[config.mk]
export PLATFORM = sky130hd
export DESIGN_NAME = pwm_chan_gen
export DESIGN_NICKNAME = d
export VERILOG_FILES = /design/src/rtl/pwm_pkg.sv /design/src/rtl/pwm_tap_prescaler.sv /design/src/rtl/pwm_lin_div.sv /design/src/rtl/pwm_wave_core.sv /design/src/rtl/pwm_chan_gen.sv
export SDC_FILE = /design/constraint.sdc
export NUM_CORES = 1
export LEC_CHECK = 0
export BUFFER_PORTS_ARGS = -buffer_cell sky130_fd_sc_hd__buf_2
export CAP_MARGIN = 0
export CORE_UTILIZATION = 60
export DETAILED_ROUTE_END_ITERATION = 10
export HOLD_SLACK_MARGIN = 0.12
export PLACE_DENSITY = 0.86
export SYNTH_ARGS = -nofsm -noshare
export SYNTH_HDL_FRONTEND = slang
export SYNTH_HIERARCHICAL = 1
export SYNTH_SLANG_ARGS = --single-unit
export TNS_END_PERCENT = 50
[constraint.sdc]
create_clock -name clk_i -period 7.7 [get_ports clk_i]
set_clock_uncertainty 0.2 [all_clocks]
set_input_delay 1.54 -clock clk_i [delete_from_list [all_inputs] [get_ports clk_i]]
set_output_delay 1.54 -clock clk_i [all_outputs]
set_load 0.01 [all_outputs]
[src/rtl/pwm_pkg.sv]
package pwm_pkg;
  localparam int SEL_W    = 4;
  localparam int NUM_TAPS = 11;
  localparam int NUM_LDIV = 2;
  localparam logic [SEL_W-1:0] SEL_LDIV_A = SEL_W'(NUM_TAPS);
  localparam logic [SEL_W-1:0] SEL_LDIV_B = SEL_W'(NUM_TAPS + 1);

  typedef enum logic {
    ALIGN_LEFT   = 1'b0,
    ALIGN_CENTER = 1'b1
  } align_e;
endpackage

[src/rtl/pwm_tap_prescaler.sv]
module pwm_tap_prescaler #(
  parameter int NUM_TAPS = 11
) (
  input  logic                clk_i,
  input  logic                rst_i,
  input  logic                run_i,
  output logic [NUM_TAPS-1:0] tap_o
);
  localparam int CW = (NUM_TAPS > 1) ? NUM_TAPS - 1 : 1;

  logic [CW-1:0] cnt_q;

  always_ff @(posedge clk_i) begin
    if (rst_i || !run_i) cnt_q <= '0;
    else                 cnt_q <= cnt_q + 1'b1;
  end

  assign tap_o[0] = run_i;

  genvar k;
  generate
    for (k = 1; k < NUM_TAPS; k++) begin : g_tap
      assign tap_o[k] = run_i && (&cnt_q[k-1:0]);
    end
  endgenerate
endmodule

[src/rtl/pwm_lin_div.sv]
module pwm_lin_div #(
  parameter int DIV_W = 8
) (
  input  logic             clk_i,
  input  logic             rst_i,
  input  logic             run_i,
  input  logic [DIV_W-1:0] ratio_i,
  output logic             tick_o
);
  logic [DIV_W-1:0] cnt_q;
  logic             live;

  assign live   = run_i && (ratio_i != '0);
  assign tick_o = live && (cnt_q >= ratio_i - 1'b1);

  always_ff @(posedge clk_i) begin
    if (rst_i || !live || tick_o) cnt_q <= '0;
    else                          cnt_q <= cnt_q + 1'b1;
  end
endmodule

[src/rtl/pwm_wave_core.sv]
module pwm_wave_core
  import pwm_pkg::*;
#(
  parameter int CNT_W = 16
) (
  input  logic             clk_i,
  input  logic             rst_i,
  input  logic             en_i,
  input  logic             tick_i,
  input  logic             align_i,
  input  logic             pol_i,
  input  logic [CNT_W-1:0] prd_i,
  input  logic [CNT_W-1:0] dty_i,
  output logic             pwm_o,
  output logic             prd_end_o
);
  logic [CNT_W-1:0] cnt_q, cnt_n;
  logic             down_q, down_n;
  logic [CNT_W-1:0] prd_q, prd_n, dty_q, dty_n;
  align_e           aln_q, aln_n;
  logic             wrap, load, below, lvl_n;

  always_comb begin
    cnt_n  = cnt_q;
    down_n = down_q;
    wrap   = 1'b0;
    if (!en_i) begin
      cnt_n  = '0;
      down_n = 1'b0;
    end else if (tick_i) begin
      if (aln_q == ALIGN_LEFT) begin
        down_n = 1'b0;
        if (prd_q <= CNT_W'(1) || cnt_q >= prd_q - 1'b1) begin
          cnt_n = '0;
          wrap  = 1'b1;
        end else begin
          cnt_n = cnt_q + 1'b1;
        end
      end else if (prd_q == '0) begin
        cnt_n  = '0;
        down_n = 1'b0;
        wrap   = 1'b1;
      end else if (!down_q) begin
        cnt_n = cnt_q + 1'b1;
        if (cnt_q >= prd_q - 1'b1) down_n = 1'b1;
      end else if (cnt_q <= CNT_W'(1)) begin
        cnt_n  = '0;
        down_n = 1'b0;
        wrap   = 1'b1;
      end else begin
        cnt_n = cnt_q - 1'b1;
      end
    end
  end

  // shadow copies follow the inputs while idle, otherwise only at a boundary
  assign load  = !en_i || wrap;
  assign prd_n = load ? prd_i : prd_q;
  assign dty_n = load ? dty_i : dty_q;
  assign aln_n = load ? align_e'(align_i) : aln_q;

  // falling half compares inclusively so both halves are mirror images
  assign below = down_n ? (cnt_n <= dty_n) : (cnt_n < dty_n);
  assign lvl_n = !en_i ? pol_i : (below ? pol_i : !pol_i);

  always_ff @(posedge clk_i) begin
    if (rst_i) begin
      cnt_q     <= '0;
      down_q    <= 1'b0;
      prd_q     <= '0;
      dty_q     <= '0;
      aln_q     <= ALIGN_LEFT;
      pwm_o     <= 1'b0;
      prd_end_o <= 1'b0;
    end else begin
      cnt_q     <= cnt_n;
      down_q    <= down_n;
      prd_q     <= prd_n;
      dty_q     <= dty_n;
      aln_q     <= aln_n;
      pwm_o     <= lvl_n;
      prd_end_o <= wrap;
    end
  end
endmodule

[src/rtl/pwm_chan_gen.sv]
module pwm_chan_gen
  import pwm_pkg::*;
#(
  parameter int CNT_W = 16,
  parameter int DIV_W = 8
) (
  input  logic             clk_i,
  input  logic             rst_i,
  input  logic             en_i,
  input  logic [3:0]       clk_sel_i,
  input  logic             align_i,
  input  logic             pol_i,
  input  logic [CNT_W-1:0] prd_i,
  input  logic [CNT_W-1:0] dty_i,
  input  logic [DIV_W-1:0] div_a_i,
  input  logic [DIV_W-1:0] div_b_i,
  output logic             pwm_o,
  output logic             prd_end_o
);
  logic [NUM_TAPS-1:0] taps;
  logic [NUM_LDIV-1:0] ldiv_tick;
  logic [DIV_W-1:0]    ldiv_ratio [NUM_LDIV];
  logic                tick_sel;

  assign ldiv_ratio[0] = div_a_i;
  assign ldiv_ratio[1] = div_b_i;

  pwm_tap_prescaler #(.NUM_TAPS(NUM_TAPS)) u_taps (
    .clk_i (clk_i),
    .rst_i (rst_i),
    .run_i (en_i),
    .tap_o (taps)
  );

  genvar d;
  generate
    for (d = 0; d < NUM_LDIV; d++) begin : g_ldiv
      pwm_lin_div #(.DIV_W(DIV_W)) u_div (
        .clk_i   (clk_i),
        .rst_i   (rst_i),
        .run_i   (en_i),
        .ratio_i (ldiv_ratio[d]),
        .tick_o  (ldiv_tick[d])
      );
    end
  endgenerate

  always_comb begin
    if (clk_sel_i < SEL_W'(NUM_TAPS)) tick_sel = taps[clk_sel_i];
    else if (clk_sel_i == SEL_LDIV_A) tick_sel = ldiv_tick[0];
    else if (clk_sel_i == SEL_LDIV_B) tick_sel = ldiv_tick[1];
    else                              tick_sel = 1'b0;
  end

  pwm_wave_core #(.CNT_W(CNT_W)) u_core (
    .clk_i     (clk_i),
    .rst_i     (rst_i),
    .en_i      (en_i),
    .tick_i    (tick_sel),
    .align_i   (align_i),
    .pol_i     (pol_i),
    .prd_i     (prd_i),
    .dty_i     (dty_i),
    .pwm_o     (pwm_o),
    .prd_end_o (prd_end_o)
  );
endmodule

==> summary.md <==
| Metric | Value |
|---|---|
| Pwr dens | 142 nW/µm² |
| Post-synthesis sequential area ratio | 25.5% |
| Syn_area_per_cell | 8.44 µm² |
| Int Pwr | 655 µW |
| R2R Path Start | u_core/prd_q[4] |
| Post-Syn Area | 6130 µm² |
| Clk pin slew, worst setup/hold paths | 0.09 ns |
| CTS buffer count | 9 |
| Delay-heaviest family, CP | compound AO/OA/AOI/OAI gates |
| CTS Sinks | 78 |
| Hold Crit Depth | 2 |
| Yosys top cell area share | 25.5% |
| Critical path launch point type | primary input |
| Design Area, Final | 6600 µm² |
| Post-synthesis cell type with the largest combined area | dfxtp_1 |
| Wirelength per Cell | 16.6 µm |
| Fmax | 0.153 GHz |
| End of the worst hold path | u_core/dty_q[4] |
| Sw frac | 30.4% |
| Outcome | completed |
| Synth cell count leaders | nand2_1, dfxtp_1, ha_1, mux2i_1, nor2_1 |
| Placer Congestion | 1.03 |
| DP Wirelength | 11.5 mm |
| Synth-to-Final Area Change | 7.67% |
| DR pass1 iterations | 5 |
| Die width | 103 µm |
| FP Rows | 36 |
| H-tree depth | 3 |
| Worst Path Arrival | 6.59 ns |
| FF-to-FF End | u_core/pwm_o |
| FF+latch count, synth | 78 |
| Max IR drop VDD | 0.000129 V |
| P_leak | 2.87 nW |
| Vias in the first global route | 5,319 |
| Relative slew slack | 33.0% |
| Cells after Synth | 726 |
| Clk root buf | clkbuf_8 |
| Period minus WS final | 6.53 ns |
| Setup TNS | 0 ns |
| CTS Buffer Depth | 2 |
| Worst Path Required | 7.76 ns |
| Largest net degree at the start of global routing | 69 |
| ANT nets after route | 0 |
| Antenna diodes | 0 |
| Number of synthesized flops with an enable pin | 0 |
| Reg2Reg Depth | 19 |
| Postcts setup bufs | 0 |
| Primary FF master, synth | dfxtp_1 |
| Die Footprint | 10,600 µm² |
| Clock power share | 33.4% |
| Asr flop ratio synth | 0% |
| Placed cell area | 6400 µm² |
| Starting Density | 62.4% |
| DRC viols | 0 |
| Worst Tran Pin Value | 1.00 ns |
| First-pass GRT wire length | 24.0 mm |
| Global-route usage over all layers | 29.4% |
| Post_cts resized | 0 |
| Buffers & Inverters on Critical Path | 2 |
| Path type of the worst min-delay path | reg -> reg |
| CTS tree | built |
| DR iter-0 viols | 474 |
| Initial antenna violation count | 0 |
| Layout cells sized above 1 | 12.8% |
| Sw Pwr | 285 µW |
| Worst path slowest cell | mux4_1 |
| Kind of critical path | in -> reg |
| Flop pwr share | 45.9% |
| Vias per cell | 6.18 |
| Tcrit/Tclk final | 84.8% |
| Max incr delay on CP | 0.49 ns |
| Vias | 5,593 |
| Syn Nets | 846 |
| Hold_sp | u_core/dty_q[4] |
| Clk_lat worst skew | 0.37 ns |
| NumNets Final | 887 |
| CP cell instances | buf_2 -> nor3_1 -> nor3b_1 -> xnor2_1 -> ha_1 -> and4_1 -> o21ai_0 -> o211a_1 -> nor2_1 -> mux4_1 -> a2bb2oi_1 -> a211o_1 -> o21ai_2 -> o21ai_4 -> buf_12 -> mux2_1 -> ha_1 -> nand2b_1 -> a21oi_1 -> o211ai_1 -> a221o_1 -> a31oi_1 -> mux2_1 |
| CP Max Fanout | 56 |
| Synth cell types | 75 |
| Core area | 9820 µm² |
| Synth Warn # | 6 |
| RSZ-0062 raised after global routing | false |
| FF-to-FF setup slack | 1.81 ns |
| MaxCap Viol Count | 0 |
| # IOs | 59 |
| Remaining Overflow, GRT | 0 |
| Main area contributors after synthesis | dfxtp_1, ha_1, mux2i_1, nand2_1, xnor2_1 |
| Final setup fails | 0 |
| I/O Buffers | 58 |
| Final Hold Fails | 0 |
| Setup crit end kind | register |
| CTS Hold Bufs | 0 |
| Die Y | 103 µm |
| WL final | 15.1 mm |
| Combinational Power Share | 20.7% |
| Fin. max-slew vios | 0 |
| Top-count cell post-synth | nand2_1 |
-- cell type report --
cell class / instances / area [µm²]
clock buffer: 10 / 128
inverter: 24 / 90.1
timing repair buffer: 60 / 318
fill: 817 / 3220
tap: 133 / 166
sequential: 78 / 1560
multi-input combinational: 594 / 4270
clock inverter: 6 / 71.3
-- cell families after synthesis --
family	synth area share, %
xor+xnor	7.00
buf+inv	4.94
flops	25.5
fa+ha+maj	12.9
mux	9.39
simple gates	26.8
compound gates	13.6
-- cell usage in the layout (no fill, tap or decap), types with 4 or more instances in the layout --
cell type and count:
nor2_1 50, o211ai_1 4, o21ai_0 25, and3_1 7, a211oi_1 4, nor4_1 7
nor3_1 38, nand3_1 22, buf_2 58, mux2i_1 50, and4_1 8, dfxtp_1 78
and2_1 13, ha_1 63, or4_1 6, xnor2_1 25, o21ai_1 5, a21oi_1 23
nand2b_1 8, nand2_1 104, inv_1 22, or3_1 9, nor2b_1 6, clkbuf_8 9
nor3_2 4, xor2_1 24, a31oi_1 4, nand4_1 18
-- tightest hold or removal path: stages, from the launching register on --
cell,delay (ns)
dfxtp_1,0.32
nand2_1,0.05
mux2i_1,0.05
-- metrics by stage --
stage          setup slack [ns]  power (mW)  hold WS, ns  instances  utilization, %
6_report                   1.17       0.940        0.262        905            67.2
5_1_grt                   0.811       0.986        0.279        905            67.2
4_1_cts                    1.21       0.946        0.264        905            67.2
3_5_place_dp              0.831       0.632        0.252        889            65.2
3_3_place_gp              0.995       0.622        0.240        889            65.2
2_1_floorplan              1.41       0.586        0.231        726               -
-- sequential cells by signal, summed over array words and instances (netlist names) --
signal	count
g_ldiv.u_div/cnt_q	16
u_core/prd_end_o	1
u_taps/cnt_q	10
u_core/dty_q	16
u_core/down_q	1
u_core/aln_q	1
u_core/cnt_q	16
u_core/pwm_o	1
u_core/prd_q	16
-- power by group through the flow --
stage / combinational [mW] / sequential, mW / clock, mW
3_5_place_dp: 0.192 / 0.440 / 0
6_report: 0.195 / 0.431 / 0.314
2_1_floorplan: 0.149 / 0.437 / 0
5_1_grt: 0.218 / 0.433 / 0.335
3_3_place_gp: 0.183 / 0.439 / 0
4_1_cts: 0.194 / 0.431 / 0.321
-- routing by layer --
metal	wire [µm]	vias to the layer above	part of all wire, %	global-route usage, %
li1	-	2726	-	-
met1	6210	2589	41	33.0
met2	7370	223	49	52.7
met3	902	55	6.0	4.54
met4	584	0	3.9	17.4
met5	0	-	0	0
-- worst max path at each step --
stage	depth (start not counted)	to	slack, ns	startpoint
6_report	23	u_core/pwm_o	1.17	div_b_i[1]
3_3_place_gp	24	u_core/pwm_o	1.0	div_a_i[0]
3_5_place_dp	23	u_core/pwm_o	0.83	div_b_i[1]
4_1_cts	23	u_core/pwm_o	1.21	div_b_i[1]
2_1_floorplan	24	u_core/pwm_o	1.41	div_b_i[1]
5_1_grt	22	u_core/pwm_o	0.81	div_b_i[1]
Power figures use the tool's default switching activity.
